### config.mk
export PLATFORM = sky130hd
export DESIGN_NAME = wr_crc_seq
export DESIGN_NICKNAME = d
export VERILOG_FILES = /design/src/rtl/wrs_pkg.sv /design/src/rtl/wrs_crc_unit.sv /design/src/rtl/wrs_addr_ctr.sv /design/src/rtl/wrs_fsm.sv /design/src/rtl/wr_crc_seq.sv
export SDC_FILE = /design/constraint.sdc
export NUM_CORES = 1
export LEC_CHECK = 0
export ABC_AREA = 1
export BUFFER_PORTS_ARGS = -buffer_cell sky130_fd_sc_hd__buf_2
export CAP_MARGIN = 20
export CELL_PAD_IN_SITES_DETAIL_PLACEMENT = 1
export CELL_PAD_IN_SITES_GLOBAL_PLACEMENT = 1
export CORE_MARGIN = 2
export CORE_UTILIZATION = 35
export CTS_CLUSTER_DIAMETER = 120
export DETAILED_ROUTE_END_ITERATION = 7
export PLACE_DENSITY = 0.75
export SLEW_MARGIN = 20
export SYNTH_ARGS = -nofsm -noshare
export SYNTH_HDL_FRONTEND = slang
export SYNTH_SLANG_ARGS = --single-unit
### constraint.sdc
create_clock -name clk -period 1.99 [get_ports clk]
set_input_delay 0.199 -clock clk [delete_from_list [all_inputs] [get_ports clk]]
set_output_delay 0.199 -clock clk [all_outputs]
set_load 0.03 [all_outputs]
### src/rtl/wrs_pkg.sv
package wrs_pkg;
  typedef enum logic [2:0] {
    ST_IDLE,
    ST_CMD,
    ST_ALO,
    ST_AHI,
    ST_DATA
  } seq_state_e;

  typedef enum logic [2:0] {
    CO_HOLD,
    CO_CLEAR,
    CO_SEED,
    CO_SHIFT,
    CO_LOAD
  } crc_op_e;
endpackage

### src/rtl/wrs_crc_unit.sv
module wrs_crc_unit
  import wrs_pkg::*;
#(
  parameter int W      = 16,
  parameter int BYTE_W = 8,
  parameter logic [W-1:0] POLY = 16'hA001
) (
  input  logic              clk,
  input  logic              rst,
  input  crc_op_e           op,
  input  logic [BYTE_W-1:0] din,
  input  logic [W-1:0]      load_val,
  output logic [W-1:0]      crc_next
);
  logic [W-1:0] crc_q;
  logic [W-1:0] chain [BYTE_W+1];

  // seeded shift starts from a cleared register
  assign chain[0] = (op == CO_SEED) ? '0 : crc_q;

  generate
    for (genvar i = 0; i < BYTE_W; i++) begin : g_bit
      logic fb;
      assign fb = chain[i][0] ^ din[i];
      assign chain[i+1] = (chain[i] >> 1) ^ (fb ? POLY : '0);
    end
  endgenerate

  assign crc_next = chain[BYTE_W];

  always_ff @(posedge clk) begin
    if (rst) begin
      crc_q <= '0;
    end else begin
      case (op)
        CO_CLEAR: crc_q <= '0;
        CO_SEED,
        CO_SHIFT: crc_q <= chain[BYTE_W];
        CO_LOAD:  crc_q <= load_val;
        default:  crc_q <= crc_q;
      endcase
    end
  end
endmodule

### src/rtl/wrs_addr_ctr.sv
module wrs_addr_ctr #(
  parameter int BYTE_W = 8,
  localparam int AW = 2 * BYTE_W
) (
  input  logic              clk,
  input  logic              rst,
  input  logic              lo_we,
  input  logic              hi_we,
  input  logic              inc,
  input  logic [BYTE_W-1:0] din,
  output logic [AW-1:0]     addr,
  output logic [AW-1:0]     addr_inc
);
  logic [BYTE_W-1:0] lo_hold;

  assign addr_inc = addr + AW'(1);

  always_ff @(posedge clk) begin
    if (rst) begin
      lo_hold <= '0;
      addr    <= '0;
    end else begin
      if (lo_we) lo_hold <= din;
      if (hi_we)     addr <= {din, lo_hold};
      else if (inc)  addr <= addr_inc;
    end
  end
endmodule

### src/rtl/wrs_fsm.sv
module wrs_fsm
  import wrs_pkg::*;
(
  input  logic    clk,
  input  logic    rst,
  input  logic    cmd_start,
  input  logic    byte_valid,
  output crc_op_e crc_op,
  output logic    lo_we,
  output logic    hi_we,
  output logic    addr_inc,
  output logic    emit
);
  seq_state_e state_q, state_d;

  always_comb begin
    state_d  = state_q;
    crc_op   = CO_HOLD;
    lo_we    = 1'b0;
    hi_we    = 1'b0;
    addr_inc = 1'b0;
    emit     = 1'b0;
    if (cmd_start) begin
      crc_op  = byte_valid ? CO_SEED : CO_CLEAR;
      state_d = byte_valid ? ST_ALO : ST_CMD;
    end else if (byte_valid) begin
      case (state_q)
        ST_CMD: begin
          crc_op  = CO_SHIFT;
          state_d = ST_ALO;
        end
        ST_ALO: begin
          crc_op  = CO_SHIFT;
          lo_we   = 1'b1;
          state_d = ST_AHI;
        end
        ST_AHI: begin
          crc_op  = CO_SHIFT;
          hi_we   = 1'b1;
          state_d = ST_DATA;
        end
        ST_DATA: begin
          crc_op   = CO_LOAD;
          emit     = 1'b1;
          addr_inc = 1'b1;
        end
        default: state_d = ST_IDLE;
      endcase
    end
  end

  always_ff @(posedge clk) begin
    if (rst) state_q <= ST_IDLE;
    else     state_q <= state_d;
  end
endmodule

### src/rtl/wr_crc_seq.sv
module wr_crc_seq
  import wrs_pkg::*;
#(
  parameter int BYTE_W = 8,
  parameter logic [2*BYTE_W-1:0] POLY = 16'hA001,
  localparam int WW = 2 * BYTE_W
) (
  input  logic              clk,
  input  logic              rst,
  input  logic              cmd_start,
  input  logic              byte_valid,
  input  logic [BYTE_W-1:0] byte_data,
  output logic              crc_valid,
  output logic [BYTE_W-1:0] crc_lo,
  output logic [BYTE_W-1:0] crc_hi,
  output logic [WW-1:0]     cur_addr
);
  crc_op_e        crc_op;
  logic           lo_we, hi_we, addr_inc, emit;
  logic [WW-1:0]  next_addr;
  logic [WW-1:0]  crc_next;

  wrs_fsm u_fsm (
    .clk        (clk),
    .rst        (rst),
    .cmd_start  (cmd_start),
    .byte_valid (byte_valid),
    .crc_op     (crc_op),
    .lo_we      (lo_we),
    .hi_we      (hi_we),
    .addr_inc   (addr_inc),
    .emit       (emit)
  );

  wrs_addr_ctr #(.BYTE_W(BYTE_W)) u_addr (
    .clk      (clk),
    .rst      (rst),
    .lo_we    (lo_we),
    .hi_we    (hi_we),
    .inc      (addr_inc),
    .din      (byte_data),
    .addr     (cur_addr),
    .addr_inc (next_addr)
  );

  // later passes reload the register with the incremented address
  wrs_crc_unit #(.W(WW), .BYTE_W(BYTE_W), .POLY(POLY)) u_crc (
    .clk      (clk),
    .rst      (rst),
    .op       (crc_op),
    .din      (byte_data),
    .load_val (next_addr),
    .crc_next (crc_next)
  );

  always_ff @(posedge clk) begin
    if (rst) begin
      crc_valid <= 1'b0;
      crc_lo    <= '0;
      crc_hi    <= '0;
    end else begin
      crc_valid <= emit;
      if (emit) {crc_hi, crc_lo} <= ~crc_next;
    end
  end
endmodule

==> results of run 1 <==
critical path: stages (launching register included):
cell and delay, ns:
dfxtp_4 0.37, ha_2 0.18, nand4_1 0.12, nor2_2 0.17, nand2_2 0.08, nor2_4 0.13
nand2_2 0.08, nor2_2 0.11, nand4_1 0.08, nand2_1 0.07, inv_1 0.05, o21ai_2 0.06
nand3_1 0.08, nand2_1 0.06, inv_1 0.04
through the flow:
step           area [µm²]  total power (W)  hold slack [ns]  utilization (%)  cells
6_report             3590          0.00260            0.157             43.9    605
5_1_grt              3590          0.00273            0.146             43.9    605
4_1_cts              3530          0.00263            0.143             43.2    604
3_5_place_dp         3330          0.00153            0.467             40.7    588
3_3_place_gp         3330          0.00152            0.460             40.7    588
2_1_floorplan        2940          0.00145            0.334                -    442
state kept, by name, indices dropped and copies added, names as in the netlist:
name and cells:
crc_hi 8, u_addr.addr 16, u_fsm.state_q 3, crc_valid 1, u_addr.lo_hold 8, crc_lo 8, u_crc.crc_q 16
logic make-up (layout without fill, tap and decap cells):
family,Yosys count,after routing,share of synthesized area [%]
AND/OR/NAND/NOR,222,222,31.5
AO/OA/AOI/OAI,81,81,15.3
buffers and inverters,69,127,9.20
XOR/XNOR,9,9,2.68
flip-flops,60,60,40.9
adder cells (fa/ha/maj),1,1,0.426
power by group:
part,internal [W],switching (W)
combinational,0.0000854,0.000180
sequential,0.00122,0.0000185
clock,0.000573,0.000522
routing by layer:
layer | GRT usage (%) | wire, µm | share of wire (%) | vias to the layer above
met5 | 0 | 0 | 0 | -
met4 | 9.76 | 195 | 2.1 | 0
met3 | 3.24 | 322 | 3.4 | 14
met2 | 38.3 | 4670 | 50 | 53
met1 | 27.4 | 4230 | 45 | 1498
li1 | - | - | - | 1529
worst max-delay path by stage:
stage	end	slack, ns	from
final	u_crc.crc_q[14]	0.19	u_addr.addr[0]
after global routing	u_crc.crc_q[13]	0.01	u_addr.addr[0]
after CTS	u_crc.crc_q[14]	0.03	u_addr.addr[0]
after detailed placement	crc_hi[7]	-0.14	cmd_start
after global placement	crc_hi[7]	-0.04	cmd_start
after floorplan	u_crc.crc_q[14]	0.12	u_addr.addr[0]
cell usage in the layout, fill, tap and decap left out, drive strengths merged:
master and instances:
bufinv 1, o21bai 1, or2 2, nand4 3, a21oi 26, o21ai 30
a31oi 19, nor3 2, clkinvlp 1, clkinv 4, a211oi 1, clkbuf 9
nand3b 2, xnor2 2, ha 1, nor4 1, nor2 30, a31o 1
buf 60, dfxtp 60, nand3 40, o211ai 3, nand2 142, inv 52
xor2 7
cell type report:
cell class | count | area share, %
multi-input cells | 313 | 42.3
flip-flops and latches | 60 | 33.7
repair buffers | 60 | 9.70
inverters | 51 | 5.34
well taps | 105 | 3.66
clock buffers | 9 | 3.45
clock inverters | 7 | 1.85
what timing repair did:
| item | in CTS | in global routing |
|---|---|---|
| gates resized for setup | 4 | 19 |
| setup buffers | 0 | 1 |
| pin swaps | 0 | 3 |
| setup endpoints to repair | 17 | 36 |
==> flow_metrics.env, run 1 <==
export IMPL_status="finished, final reports clean"
export IMPL_drive_gt1_share_pct=20.8
export IMPL_p_leak_nw=1.76
export IMPL_route_detailed_drc=0
export IMPL_worst_hold_path_endpoint="u_addr.addr[14]"
export IMPL_min_period_ns=1.80
export IMPL_power_density_nw_per_um2=726
export IMPL_yosysUniqueCellTypes=26
export IMPL_synth_ff_type="dfxtp_1"
export IMPL_final_hold_viol_count=0
export IMPL_first_pass_iters=4
export IMPL_slew_headroom_pct=50.3
export IMPL_synth_top_area_share_pct=40.9
export IMPL_synthTopCellsByArea="dfxtp_1, nand2_1, nand3_1"
export IMPL_grt_pass1_wl_um=15400
export IMPL_rows=33
export IMPL_ctsHoldBuffers=0
export IMPL_synth_top_cell_by_area="dfxtp_1"
export IMPL_clkLatencyLatePin_ns=0.35
export IMPL_synth_edf_count=0
export IMPL_start_util_pct=36.0
export IMPL_reg2reg_to="u_crc.crc_q[14]"
export IMPL_syn_area_per_cell_um2=6.65
export IMPL_hp_class="in2reg"
export IMPL_max_freq_ghz=0.555
export IMPL_synth_top_cells_by_count="nand2_1, dfxtp_1, inv_1, nand3_1"
export IMPL_period_share_pct=90.5
export IMPL_die_area_um2=9150
export IMPL_hpwl_um=6800
export IMPL_finalSetupTns_ns=0
export IMPL_ant_nets=0
export IMPL_overflow=0
export IMPL_area_growth_pct=22.1
export IMPL_drtIter0Drc=111
export IMPL_r2r_slack_ns=0.19
export IMPL_num_antenna_cells=0
export IMPL_fill_cells=1063
export IMPL_htree_num_levels=3
export IMPL_min_delay_path_depth=3
export IMPL_grt_max_degree=40
export IMPL_min_from="byte_data[6]"
export IMPL_io_buffers=44
export IMPL_synth_nets=455
export IMPL_cts_buffer_depth=2
export IMPL_multi_input_area_um2=1520
export IMPL_crit_path_start_kind="flop"
export IMPL_fp_dieH_um=95.6
export IMPL_critical_path_arrival_ns=2.05
export IMPL_final_seq_area_um2=1210
export IMPL_grt_pass1_vias=3107
export IMPL_drv_slew=0
export IMPL_syn_inst=442
export IMPL_antenna_found_initial=0
export IMPL_vdd_drop_max_v=0.000351
export IMPL_required_ns=2.24
export IMPL_grt_usage_pct=22.3
export IMPL_coreArea_um2=8180
export IMPL_rr_worst_depth=14
export IMPL_vias=3094
export IMPL_yosysSeqAreaShare_pct=40.9
export IMPL_wirelength_um=9420
export IMPL_drt_vias_per_instance=5.11
export IMPL_cts_tree="built"
export IMPL_clkSinkCount=60
export IMPL_avgRoutedWirePerCell_um=15.6
export IMPL_maxCapViolCount=0
export IMPL_rsz0062_at_grt="no"
export IMPL_setup_viol=0
export IMPL_io_pins=45
export IMPL_tightestPinTransition_ns=0.744
export IMPL_synthesis_area_um2=2940
export IMPL_nNetsFinal=508
export IMPL_ys_warn_count=0
export IMPL_async_flop_share_pct=0
export IMPL_criticalPathCategory="reg2reg"
export IMPL_crit_path_end_kind="flop"
export IMPL_cp_max_fo=5
export IMPL_dp_slack_ns=-0.142
export IMPL_synth_seq_cells=60
export IMPL_gp_congestion=0.825
export IMPL_die_w_um=95.6
export IMPL_clk_transition_reported_paths_ns=0.07
export IMPL_root_buffer="clkbuf_8"
export IMPL_r2r_start="u_addr.addr[0]"
export IMPL_setup_slack_ns=0.189
export IMPL_finClkSkew_ns=0.0103
export IMPL_cts_buffers=9
export IMPL_yosysMostFrequentCell="nand2_1"
Note: power is estimated with default switching activity, not from simulation.
==> run 2, diff against run 1 <==
Settings changed: BUFFER_PORTS_ARGS -buffer_cell sky130_fd_sc_hd__buf_2 to unset, DONT_BUFFER_PORTS set to 1, PLACE_DENSITY 0.75 to 0.68.
==> flow_metrics.env, run 2 (synthesized netlist as in run 1, its figures left out) <==
export IMPL_swShare_pct=27.7
export IMPL_cp_slowest_stage_delay_ns=0.35
export IMPL_critical_path_arrival_ns=2.03
export IMPL_first_pass_iters=4
export IMPL_final_util_pct=42.3
export IMPL_route_detailed_drc=0
export IMPL_final_common_cell="nand2_1"
export IMPL_gp_congestion=0.861
export IMPL_reg2reg_to="u_crc.crc_q[0]"
export IMPL_cts_buffers=9
export IMPL_power_density_nw_per_um2=725
export IMPL_vias=2996
export IMPL_setup_viol=0
export IMPL_hpwl_um=7110
export IMPL_wirelength_um=9670
export IMPL_clkSinkCount=60
export IMPL_period_share_pct=92.0
export IMPL_fp_dieH_um=95.6
export IMPL_vdd_drop_max_v=0.000271
export IMPL_status="finished, final reports clean"
export IMPL_maxCapViolCount=0
export IMPL_worst_hold_path_endpoint="crc_hi[6]"
export IMPL_p_total_w=0.00251
export IMPL_start_util_pct=36.0
export IMPL_reg_top3="u_addr.addr x16, u_crc.crc_q x16"
export IMPL_cpMaxStageDelayCell="dfxtp_2"
export IMPL_drt_vias_per_instance=5.20
export IMPL_avgRoutedWirePerCell_um=16.8
export IMPL_p_clk_share_pct=40.5
export IMPL_cts_buffer_depth=2
export IMPL_ant_nets=0
export IMPL_rr_worst_depth=15
export IMPL_die_area_um2=9150
export IMPL_io_buffers=0
export IMPL_overflow=0
export IMPL_crit_chain="nand2_1 -> nand2_1 -> nand2_1 -> inv_1 -> nand2_1 -> nand2_2 -> nand2_1 -> nand2_2 -> inv_1 -> nand2_2 -> nand3_1 -> nand2_2 -> nand2_2 -> nand3_1 -> a21oi_1"
export IMPL_p_comb_share_pct=9.9
export IMPL_crit_path_end_kind="flop"
export IMPL_num_antenna_cells=0
export IMPL_grt_usage_pct=22.8
export IMPL_cp_max_fo=3
export IMPL_rows=33
export IMPL_drtIter0Drc=106
export IMPL_r2r_start="u_crc.crc_q[2]"
export IMPL_r2r_slack_ns=0.16
export IMPL_die_w_um=95.6
export IMPL_rsz0062_at_grt="no"
export IMPL_clk_transition_reported_paths_ns=0.07
export IMPL_slew_headroom_pct=61.4
export IMPL_final_cell_mix="nand2_1, dfxtp_1, inv_1"
export IMPL_p_int_w=0.00181
export IMPL_min_from="rst"
export IMPL_max_freq_ghz=0.546
export IMPL_hp_class="in2reg"
export IMPL_nNetsFinal=480
export IMPL_criticalPathCategory="reg2reg"
export IMPL_grt_pass1_wl_um=15600
export IMPL_p_leak_nw=1.58
export IMPL_clkLatencyLatePin_ns=0.35
export IMPL_grt_max_degree=34
export IMPL_finClkSkew_ns=0.00706
export IMPL_grt_pass1_vias=3054
export IMPL_antenna_found_initial=0
export IMPL_htree_num_levels=3
export IMPL_switching_power_w=0.000696
export IMPL_crit_path_start_kind="flop"
export IMPL_root_buffer="clkbuf_8"
export IMPL_p_seq_share_pct=49.6
export IMPL_required_ns=2.19
export IMPL_drive_gt1_share_pct=15.5
export IMPL_min_delay_path_depth=3
export IMPL_coreArea_um2=8180
export IMPL_drv_slew=0
export IMPL_area_growth_pct=17.6
export IMPL_io_pins=45
export IMPL_cts_tree="built"
export IMPL_tightestPinTransition_ns=0.579
export IMPL_final_hold_viol_count=0
export IMPL_min_period_ns=1.83
## run 2: through the flow
stage | instances | setup slack [ns] | TNS [ns] | hold slack, ns | cell area [µm²]
after CTS | 574 | 0.0382 | 0 | 0.00186 | 3400
after global routing | 576 | 0.00349 | 0 | 0.00581 | 3460
after global placement | 557 | 0.122 | 0 | 0.275 | 3200
after detailed placement | 557 | -0.0118 | -0.0118 | 0.277 | 3200
after floorplan | 442 | 0.118 | 0 | 0.334 | 2940
final | 576 | 0.158 | 0 | 0.00487 | 3460
## run 2: worst max-delay path, delay by kind of cell, from the launching register on
kind / cells / cell delay, ns
AOI/OAI and AO/OA: 1 / 0.08
and+or+nand+nor: 12 / 1.08
buffers and inverters: 2 / 0.18
DFF: 1 / 0.35
## run 2: layout make-up
class,count,area [µm²]
Inverter,51,191
Fill cell,1087,4720
Sequential cell,60,1210
Multi-Input combinational cell,313,1510
Clock inverter,4,25.0
Timing Repair Buffer,32,240
Clock buffer,11,151
Tap cell,105,131
## run 2: repair_timing
item / 4_1_cts / 5_1_grt
hold endpoints to repair: 27 / 0
hold buffers: 2 / 0
gates resized for setup: 0 / 18
buffers inserted: 0 / 1
endpoints found under the setup margin: 0 / 15
## run 2: power groups by stage
stage / sequential, W / clock, W / combinational (W)
detailed placement: 0.00127 / 0 / 0.000231
global route: 0.00125 / 0.00109 / 0.000283
CTS: 0.00124 / 0.00103 / 0.000246
floorplan: 0.00127 / 0 / 0.000179
finish: 0.00124 / 0.00101 / 0.000249
global placement: 0.00127 / 0 / 0.000223
## run 2: worst max path at each step
stage               slack, ns         endpoint            from
floorplan                0.12  u_crc.crc_q[14]  u_addr.addr[0]
global placement         0.12   u_crc.crc_q[0]       cmd_start
detailed placement      -0.01   u_crc.crc_q[0]       cmd_start
CTS                      0.04   u_crc.crc_q[0]  u_crc.crc_q[2]
global route            0.003   u_crc.crc_q[0]  u_crc.crc_q[2]
finish                   0.16   u_crc.crc_q[0]  u_crc.crc_q[2]
## run 2: metal layers
metal  up-vias  share of wire [%]  GRT usage (%)
li1       1481                  -              -
met1      1440                 45           28.3
met2        61                 48           38.3
met3        14                5.4           5.61
met4         0                1.6           7.86
met5         -                  0              0
==> run 3, diff against run 2 <==
Settings changed: PLACE_DENSITY 0.68 to 0.71.
Clock period 1.99 ns to 1.65 ns, I/O delays scaled along.
==> flow_metrics.env, run 3 (synthesized netlist as in run 1, its figures left out) <==
export IMPL_setup_slack_ns=-0.175
export IMPL_crit_path_end_kind="flop"
export IMPL_min_period_ns=1.83
export IMPL_first_pass_iters=4
export IMPL_required_ns=1.90
export IMPL_hpwl_um=7490
export IMPL_antenna_found_initial=0
export IMPL_rr_worst_depth=14
export IMPL_ant_nets=0
export IMPL_grt_usage_pct=25.6
export IMPL_r2r_start="u_addr.addr[0]"
export IMPL_vias=3366
export IMPL_clkSinkCount=60
export IMPL_vdd_drop_max_v=0.000329
export IMPL_final_cell_area_um2=4260
export IMPL_max_freq_ghz=0.548
export IMPL_route_detailed_drc=0
export IMPL_gp_congestion=0.878
export IMPL_grt_pass1_vias=3470
export IMPL_rsz0062_at_grt="yes"
export IMPL_reg2reg_to="u_crc.crc_q[14]"
export IMPL_whs_ns=0.0138
export IMPL_crit_path_start_kind="flop"
export IMPL_min_delay_path_depth=2
export IMPL_grt_max_degree=32
export IMPL_finClkSkew_ns=0.0125
export IMPL_final_hold_viol_count=0
export IMPL_worst_hold_path_endpoint="u_addr.addr[10]"
export IMPL_area_growth_pct=44.9
export IMPL_setup_viol=13
export IMPL_avgRoutedWirePerCell_um=18.9
export IMPL_final_common_cell="nand2_1"
export IMPL_drtIter0Drc=152
export IMPL_fill_cells=1036
export IMPL_reg_top3="u_addr.addr x16, u_crc.crc_q x16"
export IMPL_status="finished with violations"
export IMPL_p_leak_nw=1.97
export IMPL_start_util_pct=36.0
export IMPL_nNetsFinal=534
export IMPL_final_util_pct=52.1
export IMPL_min_from="byte_data[2]"
export IMPL_htree_num_levels=3
export IMPL_dp_slack_ns=-0.232
export IMPL_hp_class="in2reg"
export IMPL_clkLatencyLatePin_ns=0.35
export IMPL_critical_path_arrival_ns=2.07
export IMPL_placed_cell_area_um2=3440
export IMPL_fp_dieH_um=95.6
export IMPL_root_buffer="clkbuf_8"
export IMPL_grt_pass1_wl_um=17500
export IMPL_tightestPinTransition_ns=0.472
export IMPL_power_density_nw_per_um2=786
export IMPL_r2r_slack_ns=-0.18
export IMPL_maxCapViolCount=0
export IMPL_period_share_pct=111
export IMPL_cts_buffer_depth=2
export IMPL_cts_buffers=9
export IMPL_coreArea_um2=8180
export IMPL_overflow=0
export IMPL_num_antenna_cells=0
export IMPL_startpoint="u_addr.addr[0]"
export IMPL_die_w_um=95.6
export IMPL_io_pins=45
export IMPL_slew_headroom_pct=68.4
export IMPL_cts_tree="built"
export IMPL_final_cell_mix="nand2_1, buf_4, dfxtp_1"
export IMPL_clk_transition_reported_paths_ns=0.07
export IMPL_rows=33
export IMPL_cp_max_fo=3
export IMPL_io_buffers=0
export IMPL_die_area_um2=9150
export IMPL_criticalPathCategory="reg2reg"
export IMPL_failed_checks="negative setup slack"
export IMPL_drive_gt1_share_pct=34.8
export IMPL_drt_vias_per_instance=5.33
export IMPL_wirelength_um=11900
export IMPL_drv_slew=0
[run 3: worst max path at each step]
stage          cells past startpoint  slack (ns)         endpoint
2_1_floorplan                     14       -0.12  u_crc.crc_q[14]
3_5_place_dp                      14       -0.23  u_crc.crc_q[14]
4_1_cts                           14       -0.07  u_crc.crc_q[14]
6_report                          14       -0.18  u_crc.crc_q[14]
3_3_place_gp                      14       -0.11  u_crc.crc_q[14]
5_1_grt                           14       -0.31  u_crc.crc_q[14]
[run 3: per-layer routing]
metal / part of all wire (%) / GRT usage [%] / up-vias
met5: 0 / 0 / -
met4: 3.3 / 10.0 / 0
met3: 5.5 / 6.40 / 27
met2: 52 / 44.4 / 93
met1: 39 / 30.0 / 1652
li1: - / - / 1594
[run 3: through the flow]
step                      TNS, ns  std cells  power [W]
after global placement     -0.456        584    0.00184
after floorplan            -0.187        442    0.00174
after detailed placement    -1.75        584    0.00186
after CTS                  -0.295        624    0.00325
final                       -1.03        631    0.00335
after global routing        -2.94        631    0.00347
[run 3: cell type report]
| class | instances | area [µm²] | area share, % |
|---|---|---|---|
| Multi-Input combinational cell | 313 | 1810 | 42.5 |
| Sequential cell | 60 | 1230 | 28.8 |
| Timing Repair Buffer | 86 | 708 | 16.6 |
| Inverter | 51 | 199 | 4.67 |
| Clock buffer | 11 | 131 | 3.08 |
| Tap cell | 105 | 131 | 3.08 |
| Clock inverter | 5 | 52.6 | 1.23 |
[run 3: worst max-delay path, cell delays in order (launching register included)]
cell and delay, ns:
dfxtp_4 0.37, ha_4 0.13, nand4_1 0.12, nor2_2 0.19, nand2_2 0.10, nor2_4 0.14
nand2_4 0.08, nor2_4 0.09, nand4_1 0.11, nand2_1 0.10, inv_1 0.05, o21ai_2 0.06
nand3_1 0.08, nand2_1 0.06, inv_1 0.04
[run 3: where the power goes]
| group | leakage (nW) | switching, W | internal (W) |
|---|---|---|---|
| Combinational | 1.38 | 0.000312 | 0.000207 |
| Clock | 0.0931 | 0.000634 | 0.000691 |
| Sequential | 0.492 | 0.0000291 | 0.00147 |
| Total | 1.97 | 0.000975 | 0.00237 |
[run 3: repair_timing]
item / 4_1_cts / 5_1_grt
setup buffers: 15 / 7
gates resized for setup: 41 / 68
pin swaps: 20 / 27
hold buffers: 10 / 0
endpoints found under the hold margin: 32 / 0
endpoints found under the setup margin: 39 / 41
